File: src/rtl/linesync_win_ctrl.sv
module linesync_win_ctrl #(
  parameter int N_W         = 16,
  parameter int FREQ_W      = 16,
  parameter int FRAC        = 8,
  parameter int CYC_W       = 16,
  parameter int SAMPLE_RATE = 4000,
  parameter int MIN_HZ      = 20,
  parameter int DEF_N       = 4000
) (
  input  logic              clk,
  input  logic              rst_n,
  input  logic              smp_stb,
  input  logic              zc_evt,
  input  logic              afc_on,
  input  logic              freq_meas_on,
  input  logic [FREQ_W-1:0] line_freq,
  input  logic [CYC_W-1:0]  half_cycles,
  input  logic [N_W-1:0]    fixed_n,
  output logic [N_W-1:0]    win_len,
  output logic              win_end,
  output logic              div_busy
);
  localparam int SR_W   = $clog2(SAMPLE_RATE + 1);
  localparam int Q_W    = SR_W + CYC_W + FRAC - 1;
  localparam int STEP_W = $clog2(Q_W);
  localparam int MIN_F  = MIN_HZ << FRAC;

  logic              freq_ok, sync_on;
  logic [Q_W-1:0]    dividend, quo, q_nx;
  logic [FREQ_W-1:0] rem, den;
  logic [FREQ_W:0]   rem_sh, rem_nx;
  logic              take, op_ok;
  logic [STEP_W-1:0] step;
  logic [N_W-1:0]    q_clamp, n_pend, fb_n, cnt;
  logic              waiting;

  assign freq_ok  = line_freq >= FREQ_W'(MIN_F);
  assign sync_on  = afc_on & freq_meas_on & freq_ok;
  assign dividend = (Q_W'(SAMPLE_RATE) * Q_W'(half_cycles)) << (FRAC - 1);
  assign fb_n     = (fixed_n == '0) ? N_W'(1) : fixed_n;

  // one restoring step per cycle
  assign rem_sh = {rem, quo[Q_W-1]};
  assign take   = rem_sh >= {1'b0, den};
  assign rem_nx = take ? rem_sh - {1'b0, den} : rem_sh;
  assign q_nx   = {quo[Q_W-2:0], take};

  always_comb begin
    if (|q_nx[Q_W-1:N_W])           q_clamp = '1;
    else if (q_nx[N_W-1:0] == '0)   q_clamp = N_W'(1);
    else                            q_clamp = q_nx[N_W-1:0];
  end

  always_ff @(posedge clk or negedge rst_n) begin
    if (!rst_n) begin
      div_busy <= 1'b0;
      step     <= '0;
      quo      <= '0;
      rem      <= '0;
      den      <= '0;
      op_ok    <= 1'b0;
      n_pend   <= N_W'(DEF_N);
    end else if (!div_busy) begin
      div_busy <= 1'b1;
      step     <= '0;
      quo      <= dividend;
      rem      <= '0;
      den      <= line_freq;
      op_ok    <= freq_ok;
    end else begin
      quo  <= q_nx;
      rem  <= rem_nx[FREQ_W-1:0];
      step <= step + 1'b1;
      if (step == STEP_W'(Q_W - 1)) begin
        div_busy <= 1'b0;
        if (op_ok) n_pend <= q_clamp;
      end
    end
  end

  always_ff @(posedge clk or negedge rst_n) begin
    if (!rst_n) begin
      win_len <= N_W'(DEF_N);
      win_end <= 1'b0;
      cnt     <= '0;
      waiting <= 1'b1;
    end else begin
      win_end <= 1'b0;
      if (waiting) begin
        if (zc_evt || !sync_on) waiting <= 1'b0;
      end else if (smp_stb) begin
        if (({1'b0, cnt} + 1'b1) >= {1'b0, win_len}) begin
          win_end <= 1'b1;
          cnt     <= '0;
          win_len <= sync_on ? n_pend : fb_n;
          waiting <= sync_on;
        end else begin
          cnt <= cnt + 1'b1;
        end
      end
    end
  end

  p_len_at_boundary_r5: assert property (@(posedge clk) disable iff (!rst_n)
    (win_len != $past(win_len)) |-> win_end);
  p_len_nonzero_r8: assert property (@(posedge clk) disable iff (!rst_n)
    win_len != '0);
  p_end_after_strobe_r9: assert property (@(posedge clk) disable iff (!rst_n)
    win_end |-> $past(smp_stb));
  p_hold_while_wait_r6: assert property (@(posedge clk) disable iff (!rst_n)
    (waiting && $past(waiting)) |-> !win_end);
  p_den_held_busy_r7: assert property (@(posedge clk) disable iff (!rst_n)
    (div_busy && $past(div_busy)) |-> den == $past(den));
  p_count_in_window_r2: assert property (@(posedge clk) disable iff (!rst_n)
    cnt < win_len);
endmodule

File: config.mk
export PLATFORM = sky130hd
export DESIGN_NAME = linesync_win_ctrl
export DESIGN_NICKNAME = d
export VERILOG_FILES = /design/src/rtl/linesync_win_ctrl.sv
export SDC_FILE = /design/constraint.sdc
export NUM_CORES = 1
export LEC_CHECK = 0
export BUFFER_PORTS_ARGS = -buffer_cell sky130_fd_sc_hd__buf_2
export CAP_MARGIN = 30
export CORE_ASPECT_RATIO = 0.75
export CORE_MARGIN = 4
export CORE_UTILIZATION = 40
export CTS_BUF_LIST = sky130_fd_sc_hd__clkbuf_16
export CTS_CLUSTER_DIAMETER = 150
export CTS_CLUSTER_SIZE = 20
export DETAILED_ROUTE_END_ITERATION = 16
export REMOVE_ABC_BUFFERS = 1
export SLEW_MARGIN = 0
export SYNTH_ARGS = -nofsm -noshare
export SYNTH_HDL_FRONTEND = slang
export SYNTH_SLANG_ARGS = --single-unit
File: constraint.sdc
create_clock -name clk -period 4.45 [get_ports clk]
set_input_delay 0.89 -clock clk [delete_from_list [all_inputs] [get_ports clk]]
set_output_delay 0.89 -clock clk [all_outputs]
set_load 0.03 [all_outputs]
==> results of run 1 <==
==> power groups by stage <==
stage | registers (mW) | clock network [mW] | logic [mW]
finish | 1.63 | 1.38 | 4.19
global route | 1.66 | 1.46 | 4.69
floorplan | 1.71 | 0 | 2.60
CTS | 1.63 | 1.40 | 4.03
detailed placement | 1.64 | 0 | 3.92
global placement | 1.65 | 0 | 3.88
==> cells in the mapped netlist, drive strengths merged (9+ instances only) <==
master and n:
inv 124, dfrtp 112, ha 88, nor2 60
a21oi 59, o21ai 57, fa 55, nand2 51
nand3 31, mux2 23, nor3 19, xnor2 19
mux2i 17, buf 16, clkbuf 16, o22a 16
and2 15, nor4 15, xor2 15, dfstp 13
a211oi 12, a21o 12, a22o 9, and3 9
nand4 9, o211ai 9
==> logic make-up after synthesis <==
| logic type | after synthesis |
|---|---|
| adders and majority gates | 143 |
| and+or+nand+nor | 246 |
| buffers and inverters | 157 |
| DFF | 125 |
| xor gates and xnor gates | 34 |
| AOI/OAI and AO/OA | 233 |
| muxes | 40 |
==> sequential cells by signal, indices dropped and copies added (netlist names), 6 cells and up <==
| name | cells |
|---|---|
| win_len | 16 |
| den | 16 |
| step | 6 |
| quo | 35 |
| rem | 16 |
| n_pend | 16 |
| cnt | 16 |
==> final cells by class <==
class | instances | area (um2) | share of cell area [%]
clock buffers | 17 | 425 | 3.68
well taps | 300 | 375 | 3.25
clock inverters | 15 | 158 | 1.36
repair buffers | 150 | 986 | 8.52
multi-input cells | 696 | 6010 | 51.9
flip-flops and latches | 125 | 3150 | 27.2
inverters | 125 | 472 | 4.08
==> worst paths after layout <==
check / start / end / slack, ns / cells after the start
hold / removal: step[0] / step[0] / 0.49 / 1
min in group asynchronous: rst_n / den[2] / 0.59 / 1
setup reg to reg: cnt[0] / cnt[0] / 0.57 / 12
hold reg to reg: step[0] / step[0] / 0.49 / 1
max in group asynchronous: rst_n / n_pend[11] / 2.98 / 2
setup / recovery: half_cycles[2] / quo[33] / 0.08 / 14
==> routing by layer <==
layer  vias to the layer above  track usage, %  share of wire (%)  wire (um)
met2                       160            24.2                 40       9170
met4                         0            3.55               0.79        180
met1                      3665            27.6                 54      12300
met5                         -               0                  0          0
li1                       3708               -                  -          -
met3                        13            3.26                4.8       1090
==> per-stage QoR <==
stage / util (%) / TNS, ns / total power [mW] / cell area [um2]
3_3_place_gp: 46.3 / -4.23 / 5.53 / 10800
6_report: 49.5 / 0 / 7.19 / 11600
4_1_cts: 49.0 / 0 / 7.06 / 11500
3_5_place_dp: 46.3 / -4.95 / 5.56 / 10800
2_1_floorplan: - / -0.889 / 4.31 / 9500
5_1_grt: 49.5 / -0.100 / 7.80 / 11600
==> worst max-delay path: cells and delay by family <==
family,cells,cell delay (ns)
fa+ha+maj,5,2.28
buf+inv,4,0.31
compound gates,4,1.06
simple gates,1,0.16
==> repair_timing <==
item                       4_1_cts  5_1_grt
setup endpoints to repair        4       10
pin swaps                        2       21
buffers inserted                 0        4
gates resized for setup          7       23
==> flow_summary.ini, run 1 <==
[outcome]
status = finished clean

[clock_network]
path_clk_slew_ns = 0.05
cts_tree = built
root_buffer = clkbuf_16
worstSkewPairLatency_ns = 0.41
cts.sinks = 125
holdBufCountCts = 0
cts_buffers = 17
clk_path_buf_depth = 2
htreeDepth = 4

[layout]
drive_gt1_share_pct = 23.8
layoutNonFillerInstCount = 1428
fin_nets = 1312
antennaDiodeCount = 0
layout_common_cells = 123 x inv_1, 111 x dfrtp_1, 84 x ha_1
nFillCells = 2111
syn2layout_area_growth_pct = 19.8
final_common_cell = inv_1

[detailed_routing]
antenna_left = 0
drc_errors = 0
vias = 7546
wirelength_um = 22700
dr.pass1.iters = 5
post_drt_via_cell_ratio = 5.28
avgRoutedWirePerCell_um = 15.9
dr.first_iter.drc_count = 448

[sta]
fin_crit_sh_pct = 98.3
fin_ws_ns = 0.0764
rsz0062_at_grt = true
fin_hold_ws_ns = 0.486
timing.slew.headroom_pct = 41.6
tightest_slew_ns = 0.874
skew_ns = 0.00758
finalHoldViolCount = 0
period_minus_slack_ns = 4.37
setup_viol_count_final = 0
timing.fmax_mhz = 229
slew_viol_final = 0

[die]
core.rowCount = 48
start_util_pct = 41.3
die_h_um = 143
die_w_um = 187
core_area_um2 = 23400
ios = 72
die_area_um2 = 26700

[synthesis]
synthXorXnorAreaFrac_pct = 3.08
yosys.area.top_type_share_pct = 29.0
synth_warnings = 0
synth_area_leader_cell = dfrtp_1
synth_top_family_by_area = adder cells
synthArstFlopShare_pct = 100
yosysUniqueCellTypes = 84
postSynthAreaPerCell_um2 = 9.87
synthTopCellsByArea = dfrtp_1 29%, fa_1 11%, ha_1 11%
syn_inst = 978
synth-main-ff-cell = dfrtp_1
seq_area_frac_synth_pct = 32.6
synthAdderAreaFrac_pct = 22.8
synth-simple-area-share_pct = 13.2
ys_seq_elements = 125
syn_area_um2 = 9660
synth-edff-count = 0
synth-compound-area-share_pct = 17.5
yosys-mux-area-fraction_pct = 4.44

[global_routing]
grt_overflow = 0
grt_pass1_vias = 7301
grt_pass1_wl_um = 37600
grt_max_degree = 64
antenna_found_initial = 0
grt_use_total_pct = 17.3

[power]
leakagePower_nw = 5.46
p_sw_mw = 3.03
irDropWorstVdd_uv = 283
combPwrFrac_pct = 58.2
switching_share_pct = 42.2
power.share.clock_pct = 19.1
power-per-cell-area_nw_per_um2 = 622
internal-power_mw = 4.16
seqPwrFrac_pct = 22.6

[placement]
gp_congestion = 0.882
portBuffers = 71
place_ws_ns = -0.553
dp.final_hpwl_um = 17300
place_inst = 1392

[worst_setup_path]
critPathCaptureType = flop
cpMaxStageDelayCell = fa_1
slowest_delay_ns = 0.56
critical_path.cell_chain = buf_6, buf_6, fa_1, fa_1, inv_1, fa_1, fa_1, inv_2, ha_4, nand4b_1, a311oi_4, o21ai_2, o2111a_1, a311oi_2
cp.arrival_ns = 4.68
crit_required_ns = 4.76
crit_fanout = 4
cp_common_cell = fa_1
start_kind = primary input
crit_type = primary input to flop

[hold_path]
hold_path_class = flop to flop

[job]
max_cap_violations = 0
Note: power is estimated with default switching activity, not from simulation.
==> run 2: changes to the inputs <==
--- a/config.mk
+++ b/config.mk
@@ -7,7 +7,7 @@
 export LEC_CHECK = 0
 export BUFFER_PORTS_ARGS = -buffer_cell sky130_fd_sc_hd__buf_2
 export CAP_MARGIN = 30
-export CORE_ASPECT_RATIO = 0.75
+export CORE_ASPECT_RATIO = 0.7
 export CORE_MARGIN = 4
 export CORE_UTILIZATION = 40
 export CTS_BUF_LIST = sky130_fd_sc_hd__clkbuf_16
==> run 2 against run 1 <==
  * Total power decreased by 1.7%
  * Clock power decreased by 9%
  * Flip-flop and latch count unchanged
  * Critical endpoint is now quo[29]
  * Largest cell class unchanged
  * Highest routed layer unchanged
==> flow_summary.ini, run 2 (synthesized netlist as in run 1, its figures left out) <==
[sta]
timing.slew.headroom_pct = 37.7
setup_viol_count_final = 0
finalSetupTns_ns = 0
skew_ns = 0.00949
fin_hold_ws_ns = 0.410
fin_ws_ns = 0.122
slew_viol_final = 0
period_minus_slack_ns = 4.33
finalHoldViolCount = 0
timing.fmax_mhz = 231
tightest_slew_ns = 0.932
rsz0062_at_grt = true
fin_crit_sh_pct = 97.3

[layout]
drive_gt1_share_pct = 22.7
layout_common_cells = 127 x inv_1, 111 x dfrtp_1, 84 x ha_1
fin_nets = 1306
post-route-util_pct = 48.5
layoutNonFillerInstCount = 1441
top_register = quo
largest_reg_flops = 35
stdcell_area_um2 = 11500
syn2layout_area_growth_pct = 19.0
final_common_cell = inv_1

[hold_path]
hold_path_class = primary input to asynchronous set/reset pin

[detailed_routing]
drc_errors = 0
dr.first_iter.drc_count = 426
wirelength_um = 22600
dr.pass1.iters = 5
vias = 7497
avgRoutedWirePerCell_um = 15.7
post_drt_via_cell_ratio = 5.20
antenna_left = 0

[placement]
placedInstanceArea_um2 = 10800
gp_congestion = 0.844
portBuffers = 71
dp.final_hpwl_um = 17400
place_ws_ns = -0.575
place_inst = 1408

[global_routing]
grt_use_total_pct = 17.5
grt_pass1_wl_um = 38200
grt_max_degree = 97
grt_overflow = 0
antenna_found_initial = 1
grt_pass1_vias = 7540

[worst_setup_path]
r2r-start = cnt[0]
rrSetupSlack_ns = 0.68
crit_type = primary input to flop
rr_worst_depth = 12
start_kind = primary input
critical_path.cell_chain = buf_2, buf_4, fa_1, fa_1, inv_1, fa_1, fa_1, inv_1, ha_4, nand4b_1, a311oi_4, o21bai_1, a211o_1, o221a_2
crit_fanout = 5
cpMaxStageDelayCell = fa_1
crit_end = quo[29]
crit_family = adder cells
path_depth = 14
cp_num_buf_inv = 4
startpoint = half_cycles[2]
r2r_end = cnt[0]
cp_common_cell = fa_1
slowest_delay_ns = 0.52
crit_required_ns = 4.75
critPathCaptureType = flop
cp.arrival_ns = 4.62

[power]
power-per-cell-area_nw_per_um2 = 615
fin_total_pwr_mw = 7.07
leakagePower_nw = 5.42
irDropWorstVdd_uv = 302

[die]
die_h_um = 138
start_util_pct = 40.7
die_w_um = 194
ios = 72
die_area_um2 = 26700
core.rowCount = 47
core_area_um2 = 23700

[job]
max_cap_violations = 0

[clock_network]
cts_buffers = 17
postCtsSetupRepairBufs = 0
path_clk_slew_ns = 0.05
cts_tree = built
worstSkewPairLatency_ns = 0.41
htreeDepth = 4
root_buffer = clkbuf_16
cts.sinks = 125
clk_path_buf_depth = 2

[outcome]
status = finished clean
[run 2: routing by layer]
| metal | wire [um] | part of all wire [%] | GRT usage, % | up-vias |
|---|---|---|---|---|
| met3 | 836 | 3.7 | 3.69 | 17 |
| met2 | 9790 | 43 | 26.6 | 133 |
| li1 | - | - | - | 3700 |
| met1 | 11800 | 52 | 25.9 | 3647 |
| met5 | 0 | 0 | 0 | - |
| met4 | 230 | 1.0 | 3.81 | 0 |
[run 2: report_power, final]
part           switching [mW]  internal (mW)  total [mW]
clock                   0.508          0.754        1.26
sequential              0.213           1.41        1.62
combinational            2.32           1.87        4.19
[run 2: final cells by class]
type	count	area (um2)
fill	2218	12200
multi-input combinational	696	6020
sequential	125	3150
timing repair buffer	144	931
inverter	125	469
clock buffer	17	425
tap	318	398
clock inverter	15	108
antenna	1	2.50
[run 2: what timing repair did]
action | CTS | global route
pin swaps | 2 | 17
gates cloned | 0 | 0
setup endpoints to repair | 8 | 11
resized for setup | 10 | 15
hold buffers | 0 | 0
[run 2: worst min path at each step]
stage | slack (ns) | end | depth (start not counted)
2_1_floorplan | 0.45 | quo[25] | 2
3_3_place_gp | 0.47 | quo[26] | 2
3_5_place_dp | 0.48 | quo[26] | 2
4_1_cts | 0.41 | win_end | 1
5_1_grt | 0.43 | win_end | 1
6_report | 0.41 | win_end | 1
